===== src/rtl/irq_ctrl_pkg.sv =====
package irq_ctrl_pkg;
  localparam int LINES = 32;
  localparam int BANKS = 2;
  localparam int IDX_W = 3;

  // word index inside one bank, decoded from address bits [4:2]
  typedef enum logic [IDX_W-1:0] {
    IDX_SRC  = 3'd0,
    IDX_MASK = 3'd1,
    IDX_CLR  = 3'd2,
    IDX_MODE = 3'd3,
    IDX_POL  = 3'd4,
    IDX_STAT = 3'd5
  } reg_idx_e;

  typedef struct packed {
    logic [LINES-1:0] src;
    logic [LINES-1:0] mask;
    logic [LINES-1:0] mode;
    logic [LINES-1:0] pol;
    logic [LINES-1:0] pend;
    logic [LINES-1:0] status;
  } bank_view_t;
endpackage


===== src/rtl/irq_sync.sv =====
module irq_sync #(
  parameter int WIDTH  = 32,
  parameter int STAGES = 2
) (
  input  logic             clk,
  input  logic             rst_n,
  input  logic [WIDTH-1:0] d_i,
  output logic [WIDTH-1:0] q_o
);
  logic [WIDTH-1:0] stage_q [STAGES];

  generate
    for (genvar s = 0; s < STAGES; s++) begin : g_stage
      always_ff @(posedge clk or negedge rst_n) begin
        if (!rst_n) begin
          stage_q[s] <= '0;
        end else if (s == 0) begin
          stage_q[s] <= d_i;
        end else begin
          stage_q[s] <= stage_q[(s > 0) ? s-1 : 0];
        end
      end
    end
  endgenerate

  assign q_o = stage_q[STAGES-1];
endmodule


===== src/rtl/irq_bank.sv =====
module irq_bank
  import irq_ctrl_pkg::*;
#(
  parameter int N = LINES
) (
  input  logic             clk,
  input  logic             rst_n,
  input  logic [N-1:0]     line_sync,
  input  logic             wr_stb,
  input  logic [IDX_W-1:0] wr_idx,
  input  logic [N-1:0]     wr_data,
  output bank_view_t       view_o,
  output logic             out_o
);
  logic [N-1:0] mask_q, mode_q, pol_q, pend_q, prev_q;
  logic [N-1:0] mask_d, mode_d, pol_d, pend_d;
  logic         mask_en, mode_en, pol_en;
  logic [N-1:0] adj, rise, clr_vec, status;

  // next state
  always_comb begin
    mask_en = wr_stb && (wr_idx == IDX_MASK);
    mode_en = wr_stb && (wr_idx == IDX_MODE);
    pol_en  = wr_stb && (wr_idx == IDX_POL);
    clr_vec = (wr_stb && (wr_idx == IDX_CLR)) ? wr_data : '0;
    mask_d  = wr_data;
    mode_d  = wr_data;
    pol_d   = wr_data;
    adj     = line_sync ^ pol_q;
    rise    = adj & ~prev_q;
    // a fresh edge overrides a clear in the same cycle
    pend_d  = mode_q & (rise | (pend_q & ~clr_vec));
    status  = mask_q & ((mode_q & pend_q) | (~mode_q & adj));
  end

  // registers
  always_ff @(posedge clk or negedge rst_n) begin
    if (!rst_n) begin
      mask_q <= '0;
      mode_q <= '0;
      pol_q  <= '0;
      pend_q <= '0;
      prev_q <= '0;
    end else begin
      if (mask_en) mask_q <= mask_d;
      if (mode_en) mode_q <= mode_d;
      if (pol_en)  pol_q  <= pol_d;
      pend_q <= pend_d;
      prev_q <= adj;
    end
  end

  assign view_o.src    = adj;
  assign view_o.mask   = mask_q;
  assign view_o.mode   = mode_q;
  assign view_o.pol    = pol_q;
  assign view_o.pend   = pend_q;
  assign view_o.status = status;
  assign out_o         = |status;
endmodule


===== src/rtl/irq_dualbank_ctrl.sv =====
module irq_dualbank_ctrl
  import irq_ctrl_pkg::*;
#(
  parameter int ADDR_W      = 8,
  parameter int SYNC_STAGES = 2
) (
  input  logic              clk,
  input  logic              rst_n,
  input  logic [LINES-1:0]  irq_in,
  input  logic              bus_en,
  input  logic              bus_wr,
  input  logic [ADDR_W-1:0] bus_addr,
  input  logic [LINES-1:0]  bus_wdata,
  output logic [LINES-1:0]  bus_rdata,
  output logic              bus_rvalid,
  output logic              irq_out,
  output logic              fiq_out
);
  localparam int BANK_BIT = 5;
  localparam int TOP_LSB  = BANK_BIT + 1;

  logic [LINES-1:0] line_sync;
  bank_view_t       view [BANKS];
  logic [BANKS-1:0] bank_out;
  logic             in_range, rd_req;
  logic [IDX_W-1:0] idx;
  logic             bank_sel;
  logic [LINES-1:0] rdata_d, rdata_q;
  logic             rvalid_q;

  irq_sync #(.WIDTH(LINES), .STAGES(SYNC_STAGES)) u_sync (
    .clk   (clk),
    .rst_n (rst_n),
    .d_i   (irq_in),
    .q_o   (line_sync)
  );

  always_comb begin
    in_range = (bus_addr[ADDR_W-1:TOP_LSB] == '0) && (bus_addr[1:0] == 2'b00);
    idx      = bus_addr[4:2];
    bank_sel = bus_addr[BANK_BIT];
    rd_req   = bus_en && !bus_wr;
  end

  generate
    for (genvar b = 0; b < BANKS; b++) begin : g_bank
      logic wr_stb;
      assign wr_stb = bus_en && bus_wr && in_range && (bank_sel == b[0]);
      irq_bank #(.N(LINES)) u_bank (
        .clk       (clk),
        .rst_n     (rst_n),
        .line_sync (line_sync),
        .wr_stb    (wr_stb),
        .wr_idx    (idx),
        .wr_data   (bus_wdata),
        .view_o    (view[b]),
        .out_o     (bank_out[b])
      );
    end
  endgenerate

  // read mux
  always_comb begin
    rdata_d = '0;
    if (in_range) begin
      case (idx)
        IDX_SRC:  rdata_d = view[bank_sel].src;
        IDX_MASK: rdata_d = view[bank_sel].mask;
        IDX_MODE: rdata_d = view[bank_sel].mode;
        IDX_POL:  rdata_d = view[bank_sel].pol;
        IDX_STAT: rdata_d = view[bank_sel].status;
        default:  rdata_d = '0;
      endcase
    end
  end

  always_ff @(posedge clk or negedge rst_n) begin
    if (!rst_n) begin
      rdata_q  <= '0;
      rvalid_q <= 1'b0;
    end else begin
      rvalid_q <= rd_req;
      if (rd_req) rdata_q <= rdata_d;
    end
  end

  assign bus_rdata  = rdata_q;
  assign bus_rvalid = rvalid_q;
  assign irq_out    = bank_out[0];
  assign fiq_out    = bank_out[1];
endmodule


===== config.mk =====
export PLATFORM = sky130hd
export DESIGN_NAME = irq_dualbank_ctrl
export DESIGN_NICKNAME = d
export VERILOG_FILES = /design/src/rtl/irq_ctrl_pkg.sv /design/src/rtl/irq_sync.sv /design/src/rtl/irq_bank.sv /design/src/rtl/irq_dualbank_ctrl.sv
export SDC_FILE = /design/constraint.sdc
export NUM_CORES = 1
export LEC_CHECK = 0
export BUFFER_PORTS_ARGS = -buffer_cell sky130_fd_sc_hd__buf_2
export CAP_MARGIN = 20
export CORE_MARGIN = 4
export CORE_UTILIZATION = 35
export DETAILED_ROUTE_END_ITERATION = 8
export MAX_ROUTING_LAYER = met4
export SLEW_MARGIN = 10
export SYNTH_ARGS = -nofsm -noshare
export SYNTH_HDL_FRONTEND = slang
export SYNTH_SLANG_ARGS = --single-unit
export TNS_END_PERCENT = 10

===== constraint.sdc =====
create_clock -name clk -period 3.1 [get_ports clk]
set_input_delay 0.31 -clock clk [delete_from_list [all_inputs] [get_ports clk]]
set_output_delay 0.31 -clock clk [all_outputs]
set_load 0.01 [all_outputs]

==> flow_metrics.py <==
metrics = {
    "status": {
        "outcome": "finished, final reports clean",
    },
    "cts": {
        "path_clk_slew_ns": 0.06,
        "insertion_delay_ns": 0.58,
        "tritoncts": "done",
        "htreeDepth": 2,
        "cts.sinks": 417,
        "clk_root_buffer_cell": "clkbuf_16",
        "cts_buffers": 46,
        "cts_max_path_buffers": 3,
    },
    "detailed_routing": {
        "wire_per_inst_um": 22.18,
        "vias": 12724,
        "drt-initial-drc-count": 920,
        "drc": 0,
        "first_pass_iters": 5,
        "ant_nets": 0,
        "via_per_inst": 5.337,
        "detail_route.wirelength_um": 52890,
    },
    "timing": {
        "hold_viol_final": 0,
        "fmax_mhz": 337.0,
        "rsz0062_at_grt": "yes",
        "finalCriticalPeriod_ns": 2.968,
        "post-route-period-util_pct": 95.73,
        "relSlewSlack_pct": 58.45,
        "finalSetupViolCount": 0,
        "fin_skew_ns": 0.009095,
        "tightestPinTransition_ns": 0.6232,
        "slew_viol_final": 0,
    },
    "synthesis": {
        "syn_avg_cell_area_um2": 12.62,
        "synthesis.nets": 1558,
        "netlist_area_mm2": 0.01870,
        "yosys_warnings": 0,
        "ys_seq_area_share_pct": 55.79,
        "yosysMostFrequentCell": "dfrtp_1",
        "ys_seq_elements": 417,
        "synth_area_leaders": "dfrtp_1, mux2_2, mux2i_1, o21a_1, xnor2_1",
        "synth_edf_count": 0,
        "postSynthCellCount": 1482,
        "synthTopCellsByCount": "dfrtp_1, mux2_2, mux2i_1",
        "synthArstFlopShare_pct": 100.0,
        "yosysTopAreaCell": "dfrtp_1",
        "yosysTopAreaCellShare_pct": 55.79,
        "synthFlopType": "dfrtp_1",
        "synth_cell_types": 50,
    },
    "setup_path": {
        "start_kind": "register",
        "reg2reg_depth": 5,
        "r2r_start": "u_sync.q_o[16]",
        "endpoint_kind": "primary output",
        "cp_top_family": "simple AND/OR/NAND/NOR gates",
        "crit_chain": "xnor2_1 > inv_1 > o211ai_1 > buf_4 > nand4_1 > nor4_2 > nand3_1 > buf_2",
        "crit_arrival_ns": 2.66,
        "cp_slowest_stage_delay_ns": 0.40,
        "required_ns": 2.79,
        "ff2ff_setup_slack_ns": 1.23,
        "critPathBufInv": 3,
        "slowest_stage": "dfrtp_1",
        "reg2reg_to": "bus_rdata[16]",
        "cp_max_fo": 3,
        "path_class": "register to primary output",
    },
    "final_layout": {
        "nFillCells": 4934,
        "register_area_mm2": 0.01044,
        "multi_input_area_mm2": 0.007739,
        "syn_to_final_growth_pct": 18.76,
        "instances_no_fill": 2384,
        "nets": 1735,
        "fin_area_mm2": 0.02221,
        "drive_gt1_share_pct": 26.36,
    },
    "floorplanning": {
        "core_mm2": 0.05276,
        "initial_core_util_pct": 35.45,
        "die_h_um": 239.2,
        "row_count": 84,
        "ioPinCount": 111,
        "die-area_mm2": 0.05720,
        "die_w_um": 239.2,
    },
    "place": {
        "place_congestion": 0.8176,
        "dp.cells": 2254,
        "dpl-instance-area_mm2": 0.02025,
        "hpwl_um": 34900,
        "port_buffers": 110,
    },
    "power": {
        "p_switching_w": 0.002839,
        "combPwrFrac_pct": 7.0,
        "power_density_mw_per_mm2": 538.5,
        "vdd_ir_drop_max_mv": 0.3345,
        "seq_power_share_pct": 47.9,
        "p_int_w": 0.009123,
        "clock_power_share_pct": 45.2,
        "swShare_pct": 23.73,
        "leakage_nw": 10.38,
    },
    "global_routing": {
        "grt_max_degree": 83,
        "track_usage_pct": 18.95,
        "grt_pass1_vias": 12983,
        "grt_overflow": 0,
        "grt_pass1_wl_um": 80810,
        "antenna_found_initial": 6,
    },
    "min_path": {
        "hold_class": "input pin to register",
        "worstHoldStart": "bus_wdata[1]",
        "min_to": "g_bank[1].u_bank.mode_q[1]",
        "min_path_cells": 2,
    },
    "flow_run": {
        "maxCapViolations": 0,
    },
}
[stage by stage]
step | TNS [ns] | setup slack [ns] | util, % | hold WS, ns | total power, W
2_1_floorplan | 0 | 1.327 | - | 0.01441 | 0.006203
3_3_place_gp | 0 | 0.5404 | 38.39 | 0.3020 | 0.006603
3_5_place_dp | 0 | 0.5420 | 38.39 | 0.3026 | 0.006617
4_1_cts | 0 | 0.007747 | 41.85 | 0.04218 | 0.01210
5_1_grt | -0.05751 | -0.04084 | 42.10 | 0.05752 | 0.01243
6_report | 0 | 0.1324 | 42.10 | 0.06672 | 0.01196
[per-layer routing]
metal	share of wire (%)	global-route usage, %	vias up	wire length, um
li1	-	-	5722	-
met1	45	25.96	6584	24020
met2	46	28.95	324	24350
met3	6.2	4.180	94	3257
met4	2.4	4.661	0	1264
met5	0	-	-	0
[worst max path at each step]
stage	startpoint	end	slack, ns	cells after the start
CTS	u_sync.q_o[22]	irq_out	0.008	7
floorplan	bus_addr[5]	bus_rdata[30]	1.33	8
finish	g_bank[1].u_bank.pol_q[8]	fiq_out	0.13	8
global placement	u_sync.q_o[22]	irq_out	0.54	7
global route	g_bank[1].u_bank.pol_q[5]	fiq_out	-0.04	7
detailed placement	g_bank[1].u_bank.pol_q[8]	fiq_out	0.54	7
[registers in the layout (all words and copies together) (netlist names)]
register              cells
g_bank.u_bank.pend_q     64
u_sync.q_o               32
bus_rvalid                1
u_sync.stage_q           32
g_bank.u_bank.prev_q     64
g_bank.u_bank.mask_q     64
bus_rdata                32
g_bank.u_bank.mode_q     64
g_bank.u_bank.pol_q      64
[layout make-up]
class,count,area share [%]
antenna,4,0.04506
clock buffer,75,6.365
tap,688,3.875
sequential,417,46.98
clock inverter,6,0.3098
inverter,60,1.014
timing repair buffer,198,6.574
multi-input combinational,936,34.84
[cell families after synthesis]
logic type | after synthesis | share of synthesized area (%)
flip-flops | 417 | 55.79
AO/OA/AOI/OAI | 323 | 13.07
AND/OR/NAND/NOR | 229 | 6.435
buffers and inverters | 129 | 3.264
multiplexers | 320 | 18.44
XOR/XNOR | 64 | 2.997
[power by group through the flow]
stage	combinational, W	clock [W]	sequential [W]
floorplan	0.000416	0	0.00579
global placement	0.000786	0	0.00582
detailed placement	0.000796	0	0.00582
CTS	0.000832	0.00554	0.00572
global route	0.000918	0.00577	0.00574
finish	0.000832	0.00541	0.00572
[timing repair]
action | 4_1_cts | 5_1_grt
pin swaps | 1 | 12
hold buffers | 33 | 0
buffers inserted | 2 | 10
resized for setup | 0 | 7
setup endpoints to repair | 1 | 2
hold endpoints to repair | 86 | 0
[placed cells by master (no fill, tap or decap), types with 5 or more instances in the layout]
cell type      Yosys  final
a211oi_1          32     32
a21boi_0          59     59
a21boi_1           5      5
a21o_1             6      6
a31oi_1            6      6
a32o_1            18     18
buf_12             0     12
buf_2             26    108
buf_4             20     43
clkbuf_1          17     17
clkbuf_16          0     49
clkbuf_8           0      9
dfrtp_1          417    417
dlygate4sd3_1      0     33
inv_1             58     58
mux2_1             9      9
mux2_2           188    188
mux2i_1          123    123
nand2_1           14     14
nand2b_1          75     74
nand4_1           14     14
nor2_1            92     91
nor2b_1           10     10
o211ai_1          61     61
o21a_1            64     64
o21ai_1            6      6
o221a_2            6      6
o221ai_1          17     17
o22ai_1           32     32
xnor2_1           54     51
xor2_1            10     10
(Power assumes the default switching activity.)
